File: src/rtl/irq_res_pkg.sv
package irq_res_pkg;
  localparam int unsigned SRC_MEI = 11;
  localparam int unsigned SRC_SEI = 9;
  localparam int unsigned SRC_MTI = 7;
  localparam int unsigned SRC_STI = 5;
  localparam int unsigned SRC_MSI = 3;
  localparam int unsigned SRC_SSI = 1;
  localparam int unsigned NUM_SRC = 6;

  // highest priority first
  localparam int unsigned PRIO_ORDER [NUM_SRC] = '{SRC_MEI, SRC_MSI, SRC_MTI,
                                                   SRC_SEI, SRC_SSI, SRC_STI};

  typedef enum logic [1:0] {
    PRIV_USER  = 2'b00,
    PRIV_SUPER = 2'b01,
    PRIV_MACH  = 2'b11
  } priv_e;

  typedef struct packed {
    logic takeMachine;
    logic takeSuper;
  } selStrobe_t;
endpackage

File: src/rtl/irq_sets.sv
module irq_sets #(
  parameter int XLEN = 64
) (
  input  logic [XLEN-1:0] pendIn,
  input  logic [XLEN-1:0] enableIn,
  input  logic [XLEN-1:0] delegIn,
  output logic [XLEN-1:0] machSet,
  output logic [XLEN-1:0] delegSet,
  output logic            anyEnabled
);
  import irq_res_pkg::*;

  logic [XLEN-1:0] srcMask;
  logic [XLEN-1:0] pendEn;

  always_comb begin
    srcMask = '0;
    for (int i = 0; i < int'(NUM_SRC); i++) srcMask[PRIO_ORDER[i]] = 1'b1;
  end

  assign pendEn     = pendIn & enableIn & srcMask;
  assign anyEnabled = |pendEn;
  assign machSet    = pendEn & ~delegIn;
  assign delegSet   = pendIn & delegIn & srcMask;
endmodule

File: src/rtl/irq_gate_ctrl.sv
module irq_gate_ctrl (
  input  logic [1:0]                  curPriv,
  input  logic                        mStatusIe,
  input  logic                        sStatusIe,
  input  logic                        sModePresent,
  input  logic                        anyEnabled,
  input  logic                        machNonzero,
  input  logic                        delegNonzero,
  output irq_res_pkg::selStrobe_t     strobe
);
  import irq_res_pkg::*;

  logic mEnable;
  logic sEnable;

  assign mEnable = (curPriv != PRIV_MACH) || mStatusIe;
  assign sEnable = sModePresent &&
                   ((curPriv == PRIV_USER) || ((curPriv == PRIV_SUPER) && sStatusIe));

  always_comb begin
    strobe = '0;
    if (anyEnabled) begin
      if (mEnable && machNonzero)       strobe.takeMachine = 1'b1;
      else if (sEnable && delegNonzero) strobe.takeSuper   = 1'b1;
    end
  end

  always_comb begin
    AST_ONE_STROBE: assert (!(strobe.takeMachine && strobe.takeSuper));
    AST_FAST_PATH: assert (anyEnabled || strobe == '0);
    AST_SUPER_NEEDS_MODE: assert (!strobe.takeSuper || sModePresent);
    AST_MACH_BLOCKED: assert (!(curPriv == PRIV_MACH && !mStatusIe) || !strobe.takeMachine);
  end
endmodule

File: src/rtl/irq_pick.sv
module irq_pick #(
  parameter int XLEN    = 64,
  parameter int CAUSE_W = $clog2(XLEN)
) (
  input  logic [XLEN-1:0]          machSet,
  input  logic [XLEN-1:0]          delegSet,
  input  irq_res_pkg::selStrobe_t  strobe,
  output logic                     irqValid,
  output logic [CAUSE_W-1:0]       irqCause,
  output logic [1:0]               irqTarget
);
  import irq_res_pkg::*;

  logic [XLEN-1:0]    chosenSet;
  logic               hit;
  logic [CAUSE_W-1:0] hitIdx;

  assign chosenSet = strobe.takeMachine ? machSet :
                     strobe.takeSuper   ? delegSet : '0;

  always_comb begin
    hit    = 1'b0;
    hitIdx = '0;
    for (int i = int'(NUM_SRC) - 1; i >= 0; i--) begin
      if (chosenSet[PRIO_ORDER[i]]) begin
        hit    = 1'b1;
        hitIdx = CAUSE_W'(PRIO_ORDER[i]);
      end
    end
  end

  assign irqValid  = hit;
  assign irqCause  = hit ? hitIdx : '0;
  assign irqTarget = !hit ? 2'b00 :
                     strobe.takeMachine ? PRIV_MACH : PRIV_SUPER;

  always_comb begin
    AST_IDLE_ZERO: assert (irqValid || (irqCause == '0 && irqTarget == 2'b00));
    AST_TARGET_LEGAL: assert (!irqValid || irqTarget == PRIV_MACH || irqTarget == PRIV_SUPER);
    AST_CAUSE_IN_SET: assert (!irqValid || chosenSet[irqCause]);
    AST_MACH_UNDELEG: assert (!(irqValid && irqTarget == PRIV_MACH) || machSet[irqCause]);
  end
endmodule

File: src/rtl/irq_resolver.sv
module irq_resolver #(
  parameter int XLEN    = 64,
  parameter int CAUSE_W = $clog2(XLEN)
) (
  input  logic [XLEN-1:0]    pendIn,
  input  logic [XLEN-1:0]    enableIn,
  input  logic [XLEN-1:0]    delegIn,
  input  logic [1:0]         curPriv,
  input  logic               mStatusIe,
  input  logic               sStatusIe,
  input  logic               sModePresent,
  output logic               irqValid,
  output logic [CAUSE_W-1:0] irqCause,
  output logic [1:0]         irqTarget
);
  import irq_res_pkg::*;

  logic [XLEN-1:0] machSet;
  logic [XLEN-1:0] delegSet;
  logic            anyEnabled;
  selStrobe_t      strobe;

  irq_sets #(.XLEN(XLEN)) uSets (
    .pendIn(pendIn), .enableIn(enableIn), .delegIn(delegIn),
    .machSet(machSet), .delegSet(delegSet), .anyEnabled(anyEnabled)
  );

  irq_gate_ctrl uCtrl (
    .curPriv(curPriv), .mStatusIe(mStatusIe), .sStatusIe(sStatusIe),
    .sModePresent(sModePresent), .anyEnabled(anyEnabled),
    .machNonzero(|machSet), .delegNonzero(|delegSet), .strobe(strobe)
  );

  irq_pick #(.XLEN(XLEN), .CAUSE_W(CAUSE_W)) uPick (
    .machSet(machSet), .delegSet(delegSet), .strobe(strobe),
    .irqValid(irqValid), .irqCause(irqCause), .irqTarget(irqTarget)
  );
endmodule

File: config.mk
export PLATFORM = sky130hd
export DESIGN_NAME = irq_resolver
export DESIGN_NICKNAME = d
export VERILOG_FILES = /design/src/rtl/irq_res_pkg.sv /design/src/rtl/irq_sets.sv /design/src/rtl/irq_gate_ctrl.sv /design/src/rtl/irq_pick.sv /design/src/rtl/irq_resolver.sv
export SDC_FILE = /design/constraint.sdc
export NUM_CORES = 1
export LEC_CHECK = 0
export BUFFER_PORTS_ARGS = -buffer_cell sky130_fd_sc_hd__buf_2
export CORE_AREA = 2 2 80 82
export DETAILED_ROUTE_END_ITERATION = 16
export DIE_AREA = 0 0 82 84
export SETUP_SLACK_MARGIN = 0.02
export SYNTH_ARGS = -nofsm -noshare
export SYNTH_HDL_FRONTEND = slang
export SYNTH_SLANG_ARGS = --single-unit
export TNS_END_PERCENT = 5
File: constraint.sdc
create_clock -name vclk -period 3.13
set_input_delay 0.313 -clock vclk [all_inputs]
set_output_delay 0.313 -clock vclk [all_outputs]
set_load 0.005 [all_outputs]
Word-level counts from Yosys, hierarchy flattened
Index checks and enable logic that the tools add are counted.
Widths: inputs -> output; s select.
{"block": "classes", "mux": 21, "eq_ne": 2, "reduce_logical": 10, "bitwise_logic": 4}
{"op": "$and 12x64->64", "count": 1}
{"op": "$not 64->64", "count": 1}
{"op": "$reduce_or 64->1", "count": 1}
{"op": "$and 12x12->12", "count": 2}
{"op": "$mux 12", "count": 2}
{"op": "$mux 4", "count": 5}
{"op": "$reduce_or 6->1", "count": 2}
{"op": "$mux 1", "count": 9}
{"op": "$mux 2", "count": 3}
{"op": "$mux 3", "count": 2}
{"op": "$logic_and 1x1->1", "count": 4}
{"op": "$eq 2x1->1 const B", "count": 1}
{"op": "$logic_not 2->1", "count": 1}
{"op": "$logic_or 1x1->1", "count": 2}
{"op": "$ne 2x2->1 const B", "count": 1}
{"block": "word_totals", "inputBits": 197, "out_inout_bits": 9, "word_cells": 37, "reg_bits": 0}

Logic depth before layout (Yosys ltp)
Gate-level depths: netlist of run 1.
{"block": "depth", "depth_word": 17, "mapped_depth": 8, "mapped_depth_nobuf": 6}

By module
From an unflattened synthesis of run 1, not the netlist that was laid out.
{"block": "hier_totals", "cells_unflattened": 212, "hier_area_um2": 1503.9}
{"mod": "irq_sets", "seq_area_each_um2": 0.0, "cells_per_inst": 138, "n_inst": 1, "area_each_um2": 979.7}
{"mod": "irq_resolver", "seq_area_each_um2": 0.0, "cells_per_inst": 42, "n_inst": 1, "area_each_um2": 277.8}
{"mod": "irq_pick", "seq_area_each_um2": 0.0, "cells_per_inst": 27, "n_inst": 1, "area_each_um2": 203.9}
{"mod": "irq_gate_ctrl", "seq_area_each_um2": 0.0, "cells_per_inst": 5, "n_inst": 1, "area_each_um2": 42.5}

Worst setup path before layout of run 1
No wires, ideal clock.
{"block": "synth_path", "kind": "input to output", "start": "in delegIn[11]", "end": "out irqTarget[0]", "path_stages": 7, "n_path_buf": 1, "required_ns": 2.817, "path_slack_ns": 1.234, "t_arrival_ns": 1.583, "path_cell_list": "nand3b_1 > and2_0 > a31o_4 > a41o_1 > nor2b_4 > nand4_1 > buf_4"}
{"block": "synth_via", "elab_chain_cells": 15, "elab_cells_between_ends": 20, "classes_between": "mux (13); bitwise (3); reduce/logical (4)"}
{"item": "start, declared", "line_no": "irq_resolver.sv:7", "text": "input logic [XLEN-1:0] delegIn,"}
{"item": "$not 64->64 or $and 12x12->12 (tied branches)", "line_no": "irq_sets.sv:23, irq_sets.sv:24"}
{"item": "$and 12x64->64 or $reduce_or 6->1 (tied branches)", "line_no": "irq_sets.sv:23, irq_resolver.sv:31"}
{"item": "$reduce_or 64->1 or $logic_and 1x1->1 (tied branches)", "line_no": "irq_resolver.sv:31, irq_gate_ctrl.sv:24"}
{"item": "$logic_and 1x1->1 or $mux 1 (tied branches)", "line_no": "irq_gate_ctrl.sv:23, irq_gate_ctrl.sv:24"}
{"item": "$mux 1", "line_no": "irq_gate_ctrl.sv:23", "text": "if (mEnable && machNonzero) strobe.takeMachine = 1'b1;"}
{"item": "$mux 2", "line_no": "irq_gate_ctrl.sv:22", "text": "if (anyEnabled) begin"}
{"item": "$mux 12", "line_no": "irq_pick.sv:19", "text": "strobe.takeSuper ? delegSet : '0;"}
{"item": "$mux 12 (*)", "line_no": "irq_pick.sv:18", "text": "assign chosenSet = strobe.takeMachine ? machSet :"}
{"item": "$mux 1 (5 in a row)", "line_no": "irq_pick.sv:25", "text": "if (chosenSet[PRIO_ORDER[i]]) begin"}
{"item": "$mux 1 (*)", "line_no": "irq_pick.sv:25"}
{"item": "net irqValid", "line_no": "irq_resolver.sv:12", "text": "output logic irqValid,"}
{"item": "$mux 2 (*)", "line_no": "irq_pick.sv:34", "text": "assign irqTarget = !hit ? 2'b00 :"}
{"item": "end, declared", "line_no": "irq_resolver.sv:14", "text": "output logic [1:0] irqTarget"}
The timed path passes the listed nets; every way through them passes the cells marked *.

Final worst setup path of run 1
{"block": "layout_path", "start": "in delegIn[11]", "end": "out irqValid"}
{"block": "layout_via", "elab_chain_cells": 14, "elab_cells_between_ends": 19, "classes_between": "mux (12); bitwise (3); reduce/logical (4)"}
{"item": "$not 64->64 or $and 12x12->12 (tied branches)", "line_no": "irq_sets.sv:23, irq_sets.sv:24"}
{"item": "$and 12x64->64 or $reduce_or 6->1 (tied branches)", "line_no": "irq_sets.sv:23, irq_resolver.sv:31"}
{"item": "$reduce_or 64->1 or $logic_and 1x1->1 (tied branches)", "line_no": "irq_resolver.sv:31, irq_gate_ctrl.sv:24"}
{"item": "$logic_and 1x1->1 or $mux 1 (tied branches)", "line_no": "irq_gate_ctrl.sv:23, irq_gate_ctrl.sv:24"}
{"item": "$mux 1", "line_no": "irq_gate_ctrl.sv:23"}
{"item": "$mux 2", "line_no": "irq_gate_ctrl.sv:22"}
{"item": "$mux 12", "line_no": "irq_pick.sv:19"}
{"item": "$mux 12 (*)", "line_no": "irq_pick.sv:18"}
{"item": "$mux 1 (5 in a row)", "line_no": "irq_pick.sv:25"}
{"item": "$mux 1 (*)", "line_no": "irq_pick.sv:25"}
{"item": "end, declared", "line_no": "irq_resolver.sv:12"}
Every way passes the cells marked *; elsewhere a longest branch is shown, timed or not.

==> results of run 1 <==
## critical path: stages
cell and delay [ns]:
buf_2 0.11, nand3b_1 0.17, and2_0 0.21, a31o_4 0.27
a41o_1 0.28, nor2b_4 0.15, nand4_1 0.14, buf_2 0.16
## power breakdown
group / switching, mW / internal [mW] / total [mW]
combinational: 0.0388 / 0.0358 / 0.0745
sequential: 0 / 0 / 0
clock: 0 / 0 / 0
total: 0.0388 / 0.0358 / 0.0745
## area by class of cell
cell class | count | area [sq um]
fillers | 734 | 5550
multi-input cells | 45 | 298
repair buffers | 30 | 150
well taps | 77 | 96.3
inverters | 1 | 3.75
## cells in the mapped netlist
master	n	share of area (%)
o21ai_1	1	1.5
inv_1	1	1.2
nor2_1	4	4.6
conb_1	1	1.2
a22oi_1	2	4.6
nand2_1	9	10
a21oi_1	2	3.1
o21ai_0	1	1.5
nand3_1	1	1.5
a21boi_2	1	3.5
a31o_4	1	5.4
nor4_1	1	1.9
and4b_1	1	3.1
and2_0	1	1.9
a41o_1	1	3.1
nand4_1	3	5.8
and4_1	1	2.7
and3b_1	1	2.7
nand3b_1	2	4.6
a41oi_2	1	5.0
a31oi_1	3	5.8
nor2b_4	1	4.2
o22a_1	1	2.7
buf_4	3	6.9
a21oi_2	1	2.7
a31o_1	1	2.7
clkbuf_2	1	1.5
and2b_1	1	2.3
nand2b_1	1	1.9
## metrics by stage
step | std cells | hold slack [ns] | worst slack [ns]
floorplan | 50 | 0.743 | 1.23
global placement | 153 | 0.987 | 1.05
detailed placement | 153 | 0.993 | 1.02
CTS | 153 | 0.994 | 1.01
global route | 153 | 1.03 | 0.891
finish | 153 | 0.994 | 1.02
## worst min path at each step
stage	slack [ns]	end	from
global route	1.03	irqCause[0]	pendIn[5]
detailed placement	0.99	irqCause[0]	pendIn[5]
floorplan	0.74	irqCause[0]	pendIn[5]
CTS	0.99	irqCause[0]	pendIn[5]
finish	0.99	irqCause[0]	pendIn[5]
global placement	0.99	irqCause[0]	pendIn[5]
## layer usage
layer	wire length (um)	global-route usage (%)
met5	0	0
met4	0	0
met3	278	2.81
met2	603	6.65
met1	693	5.97
## kinds of logic (layout without fill, tap and decap cells)
family / after synthesis / in the layout
buffers and inverters: 5 / 31
AO/OA/AOI/OAI: 16 / 16
AND/OR/NAND/NOR: 27 / 27
other: 1 / 2
==> flow_summary.toml, run 1 <==
[yosys]
avgSynthCellArea_sq_um = 6.64
synthMuxAreaShare_pct = 0
synth_top_family_by_area = "simple AND/OR/NAND/NOR gates"
yosys_warnings = 0
synth_fa_ha_area_share_pct = 0
synth_area_sq_um = 325
netlist_instances = 49
synthSimpleGateAreaFrac_pct = 47.7
synth_xor_area_share_pct = 0
yosysSeqAreaShare_pct = 0
ys_types = 29
synth-compound-area-share_pct = 41.5

[floorplan]
io_pins = 206
fp.dieW_um = 82
initial_core_util_pct = 5.34
fp.dieH_um = 84
row_count = 29
dieArea_sq_mm = 0.00689
core_area_sq_mm = 0.00610

[global_routing]
grt_pass1_wl_um = 2440
antenna_found_initial = 0
grt_usage_pct = 4.52
grt_max_degree = 9
grt_pass1_vias = 468
grt_remaining_overflow = 0

[timing]
final.min_clock_period_ns = 2.11
fmaxAchievable_mhz = 474
setup_viol = 0
period_share_pct = 67.4
fin_tns_setup_ns = 0
rsz0062_at_grt = "no"
slew_viol_final = 0
finalHoldViolations = 0

[place]
place_area_sq_um = 548
portBuffers = 30
gp_congestion = 0.766
dp_hpwl_um = 1450

[hold_path]
hold_class = "in -> out"
whs_path_depth = 4

[setup_path]
required_ns = 2.82
start_kind = "primary input"
cp_max_fo = 8
crit_path_start = "delegIn[11]"
timing.critical_path.to = "irqValid"
critical_path_arrival_ns = 1.80
critical_path_class = "in -> out"
end_kind = "output port"

[routing]
vias = 452
wire_per_inst_um = 10.3
drt_first_iter_violations = 20
via_per_inst = 2.95
drt_first_pass_iters = 4
final_antenna_net_count = 0
totalWireLength_um = 1580
drc = 0

[cells_and_area]
final_cell_mix = "30 x buf_2, 9 x nand2_1, 4 x nor2_1"
diodes = 0
syn2layout_area_growth_pct = 68.5
ff_latch_area_sq_um = 0
nets = 275
clkbuf_count = 0
drive_gt1_share_pct = 46.1
fin_area_sq_um = 548
final_common_cell = "buf_2"
final_core_util_pct = 8.99
seq_cells = 0

[pwr]
p_per_area_mw_per_mm2 = 136
fin_total_pwr_mw = 0.0745
ir_worst_vdd_v = 0.0000210
p_leak_nw = 0.256

[cts]
cts_hold_buffers = 0
post_cts_buffers = 0
cts_resized = 0

[run]
cap_viol_max_count = 0

[run_status]
status = "finished clean"
No activity file was read; power rests on OpenSTA's default activity.
==> run 2: changes to the inputs <==
Settings changed: CORE_AREA 2 2 80 82 to 2 2 79 81, DIE_AREA 0 0 82 84 to 0 0 81 83.
Clock period 3.13 ns to 2.2 ns, I/O delays scaled along.
==> run 2 against run 1 <==
Effect of this change:
- via count increased by 4.9%
- die area fell by 2.4%
- critical path depth did not move
- final cell count shrank 1.3%
- total power grew 44%
- first-iteration DRC count grew 100%
- worst setup slack worse by 0.75 ns
- core utilization is 0.39 points higher
- wire length grew 1.8%
- combinational power increased by 44%
- final area fell by 0.46%
- sequential share of layout area unchanged
- critical endpoint unchanged
- highest routed layer unchanged
==> flow_summary.toml, run 2 (same netlist as run 1, synthesis figures left out) <==
[run_status]
status = "finished clean"

[pwr]
p_leak_nw = 0.256
p_per_area_mw_per_mm2 = 197
ir_worst_vdd_v = 0.0000688
fin_total_pwr_mw = 0.107

[routing]
drt_first_pass_iters = 4
vias = 474
drt_first_iter_violations = 40
via_per_inst = 3.14
totalWireLength_um = 1600
final_antenna_net_count = 0
drc = 0
wire_per_inst_um = 10.6

[floorplan]
initial_core_util_pct = 5.59
core_area_sq_mm = 0.00582
dieArea_sq_mm = 0.00672
row_count = 28
io_pins = 206
fp.dieW_um = 81
fp.dieH_um = 83

[cells_and_area]
final_common_cell = "buf_2"
ff_latch_area_sq_um = 0
seq_cells = 0
nFillCells = 711
diodes = 0
drive_gt1_share_pct = 46.1
final_cell_mix = "30 x buf_2, 9 x nand2_1, 4 x nor2_1"
syn2layout_area_growth_pct = 67.7
nets = 275
clkbuf_count = 0

[timing]
fmaxAchievable_mhz = 519
setup_viol = 0
fin_tns_setup_ns = 0
period_share_pct = 87.6
finalHoldViolations = 0
final.min_clock_period_ns = 1.93
slew_viol_final = 0
rsz0062_at_grt = "no"
timing.final.ws_setup_ns = 0.274

[hold_path]
hold_class = "in -> out"

[global_routing]
grt_remaining_overflow = 0
grt_pass1_wl_um = 2430
grt_pass1_vias = 438
grt_max_degree = 9
grt_usage_pct = 4.57
antenna_found_initial = 0

[place]
portBuffers = 30
gp_congestion = 0.793
post-place-ws_ns = 0.274
dp_hpwl_um = 1460

[run]
cap_viol_max_count = 0

[setup_path]
required_ns = 1.98
start_kind = "primary input"
critical_path_arrival_ns = 1.71
end_kind = "output port"
critical_path_class = "in -> out"
cp_max_fo = 8

[cts]
post_cts_buffers = 0
cts_hold_buffers = 0
cts_resized = 0
## run 2: cell counts in the layout (fill, tap and decap cells not counted)
No cell type changed its count.
## run 2: power breakdown
group | switching [mW] | internal (mW) | leakage, nW
clock network | 0 | 0 | 0
logic | 0.0565 | 0.0510 | 0.256
registers | 0 | 0 | 0
## run 2: stage by stage
step	hold slack [ns]	utilization, %	std cells	instance area, sq um
2_1_floorplan	0.557	-	50	329
3_3_place_gp	0.801	9.38	151	546
3_5_place_dp	0.800	9.38	151	546
4_1_cts	0.803	9.38	151	546
5_1_grt	0.863	9.38	151	546
6_report	0.808	9.38	151	546
## run 2: cell type report
type	instances	area (sq um)	share of cell area, %
timing repair buffer	30	150	27.5
multi-input combinational	45	298	54.6
tap	75	93.8	17.2
inverter	1	3.75	0.688
## run 2: critical path, stage by stage
cell and delay, ns:
buf_2 0.11, nand3b_1 0.17, and2_0 0.21, a31o_4 0.27, and4_1 0.21, a21oi_2 0.20, nand4_1 0.16, buf_2 0.16
## run 2: final timing paths
kind,startpoint,end,depth (start not counted)
setup / recovery,delegIn[11],irqValid,8
hold / removal,pendIn[5],irqCause[0],4
## run 2: metal layers
layer	share of wire [%]	global-route usage, %	up-vias
met5	0	0	-
li1	-	-	240
met4	0	0	0
met3	19	2.83	0
met1	51	7.32	202
met2	30	5.26	32
==> run 3: changes to the inputs <==
Settings changed: CORE_AREA 2 2 79 81 to 2 2 81 83, DIE_AREA 0 0 81 83 to 0 0 83 85, PLACE_DENSITY set to 0.66, SYNTH_HIERARCHICAL set to 1.
==> run 3 against run 2 <==
Effect of this change:
- the flow now finishes with violations (setup timing)
- non-clock buffer count is 14 higher
- via count is 130% higher
- final area grew to 2.7 times the previous value
- synthesized cell count grew to 4.3 times the previous value
- final cell count is 120% higher
- critical path type unchanged
- first-iteration DRC count is 55% lower
- flip-flop and latch count stayed put
==> flow_summary.toml, run 3 <==
[run_status]
status = "finished, violations left"
violations = "setup timing"

[routing]
final_antenna_net_count = 0
totalWireLength_um = 2560
drc = 0
vias = 1105
via_per_inst = 3.35
drt_first_pass_iters = 4
drt_first_iter_violations = 18
wire_per_inst_um = 7.76

[timing]
slew_viol_final = 0
period_share_pct = 117
finalHoldViolations = 0
timing.final.ws_setup_ns = -0.381
fmaxAchievable_mhz = 387
rsz0062_at_grt = "yes"
setup_viol = 7
final.min_clock_period_ns = 2.58

[setup_path]
end_kind = "output port"
start_kind = "primary input"
critical_path_class = "in -> out"
required_ns = 1.98
critical_path_arrival_ns = 2.36
cp_max_fo = 5

[floorplan]
fp.dieW_um = 83
io_pins = 206
fp.dieH_um = 85
row_count = 29
dieArea_sq_mm = 0.00706
core_area_sq_mm = 0.00620
initial_core_util_pct = 24.2

[global_routing]
grt_pass1_wl_um = 4190
grt_max_degree = 9
grt_usage_pct = 7.19
grt_remaining_overflow = 0
antenna_found_initial = 2
grt_pass1_vias = 956

[cts]
post_cts_buffers = 0
cts_hold_buffers = 0

[yosys]
synth.top_cell.area_share_pct = 59.9
synthTopCellsByCount = "120 x buf_4, 30 x nor4_1, 11 x nand4_1"
post-synth-top-count-cell = "buf_4"
netlist_instances = 212
ys_types = 26
synth_area_leader_cell = "buf_4"
synth_area_sq_mm = 0.00150
avgSynthCellArea_sq_um = 7.09
yosysSeqAreaShare_pct = 0
yosys_warnings = 6
yosys-top-cells-area = "buf_4 60%, nor4_1 12%, nand4_1 4.6%, and2_1 2.5%, nand2_1 1.7%"

[place]
portBuffers = 30
dp_hpwl_um = 2440
place_area_sq_mm = 0.00142
gp_congestion = 0.742

[cells_and_area]
multi_input_area_sq_mm = 0.00109
fin_area_sq_mm = 0.00147
seq_cells = 0
ff_latch_area_sq_um = 0
drive_gt1_share_pct = 24.6
final_cell_mix = "118 x conb_1, 28 x buf_2, 26 x nor4_1"
final_common_cell = "conb_1"
syn2layout_area_growth_pct = -2.58
clkbuf_count = 0
nFillCells = 699
nets = 451

[pwr]
switching_share_pct = 54.0
ir_worst_vdd_v = 0.0000725
p_sw_mw = 0.0947
p_per_area_mw_per_mm2 = 120
p_int_mw = 0.0805
p_seq_share_pct = 0
p_clk_share_pct = 0
fin_total_pwr_mw = 0.175
p_leak_nw = 0.833
p_comb_share_pct = 100.0

[run]
cap_viol_max_count = 0

[hold_path]
hold_class = "in -> out"
## run 3: worst paths after layout
| check | endpoint | startpoint | slack, ns | depth (start not counted) |
|---|---|---|---|---|
| hold / removal | irqTarget[1] | curPriv[0] | 1.08 | 6 |
| setup / recovery | irqCause[3] | enableIn[7] | -0.38 | 11 |
## run 3: final cells by class
| cell class | count | share of cell area (%) |
|---|---|---|
| antenna | 1 | 0.171 |
| inverter | 2 | 0.512 |
| multi-input combinational | 206 | 74.7 |
| tap | 77 | 6.58 |
| timing repair buffer | 44 | 18.0 |
## run 3: worst max-delay path, stage by stage
cell and delay, ns:
buf_4 0.12, nand2_4 0.06, nor2_2 0.04, nor4_2 0.22, nand4_1 0.13, or4_4 0.53
a221oi_4 0.35, o21ai_1 0.12, o21a_1 0.24, a21bo_2 0.20, buf_2 0.12
## run 3: repair_timing
action                     in CTS  in global routing
pin swaps                       6                  2
hold endpoints to repair        0                  0
setup endpoints to repair       7                  7
gates resized for setup         5                  6
## run 3: cells by family (layout without fill, tap and decap cells)
logic type	after synthesis	in the layout	share of synthesized area, %
buf+inv	122	46	60.4
simple gates	71	71	29.0
compound gates	17	17	10.1
other cells	2	119	0.499
## run 3: routing by layer
layer  vias up  share of wire, %  wire length [um]  global-route usage, %
met4         2             0.078                 2                      0
met5         -              0.47                12                      0
met2        25                45              1150                   12.5
li1        603                 -                 -                      -
met1       473                47              1200                   9.79
met3         2               7.7               198                   1.46
## run 3: per-stage QoR
step	utilization [%]	std cells	setup TNS [ns]	setup WS [ns]	hold slack (ns)
3_3_place_gp	22.8	329	-2.13	-0.358	1.06
4_1_cts	23.1	329	-2.17	-0.341	1.09
6_report	23.6	330	-2.38	-0.381	1.08
2_1_floorplan	-	328	0	0.00161	0.741
3_5_place_dp	22.8	329	-2.47	-0.404	1.08
5_1_grt	23.6	329	-3.28	-0.505	1.13
## run 3: power groups by stage
| stage | Sequential [mW] | Combinational, mW | Clock [mW] |
|---|---|---|---|
| 2_1_floorplan | 0 | 0.248 | 0 |
| 3_3_place_gp | 0 | 0.161 | 0 |
| 3_5_place_dp | 0 | 0.164 | 0 |
| 4_1_cts | 0 | 0.167 | 0 |
| 5_1_grt | 0 | 0.201 | 0 |
| 6_report | 0 | 0.175 | 0.0000000607 |
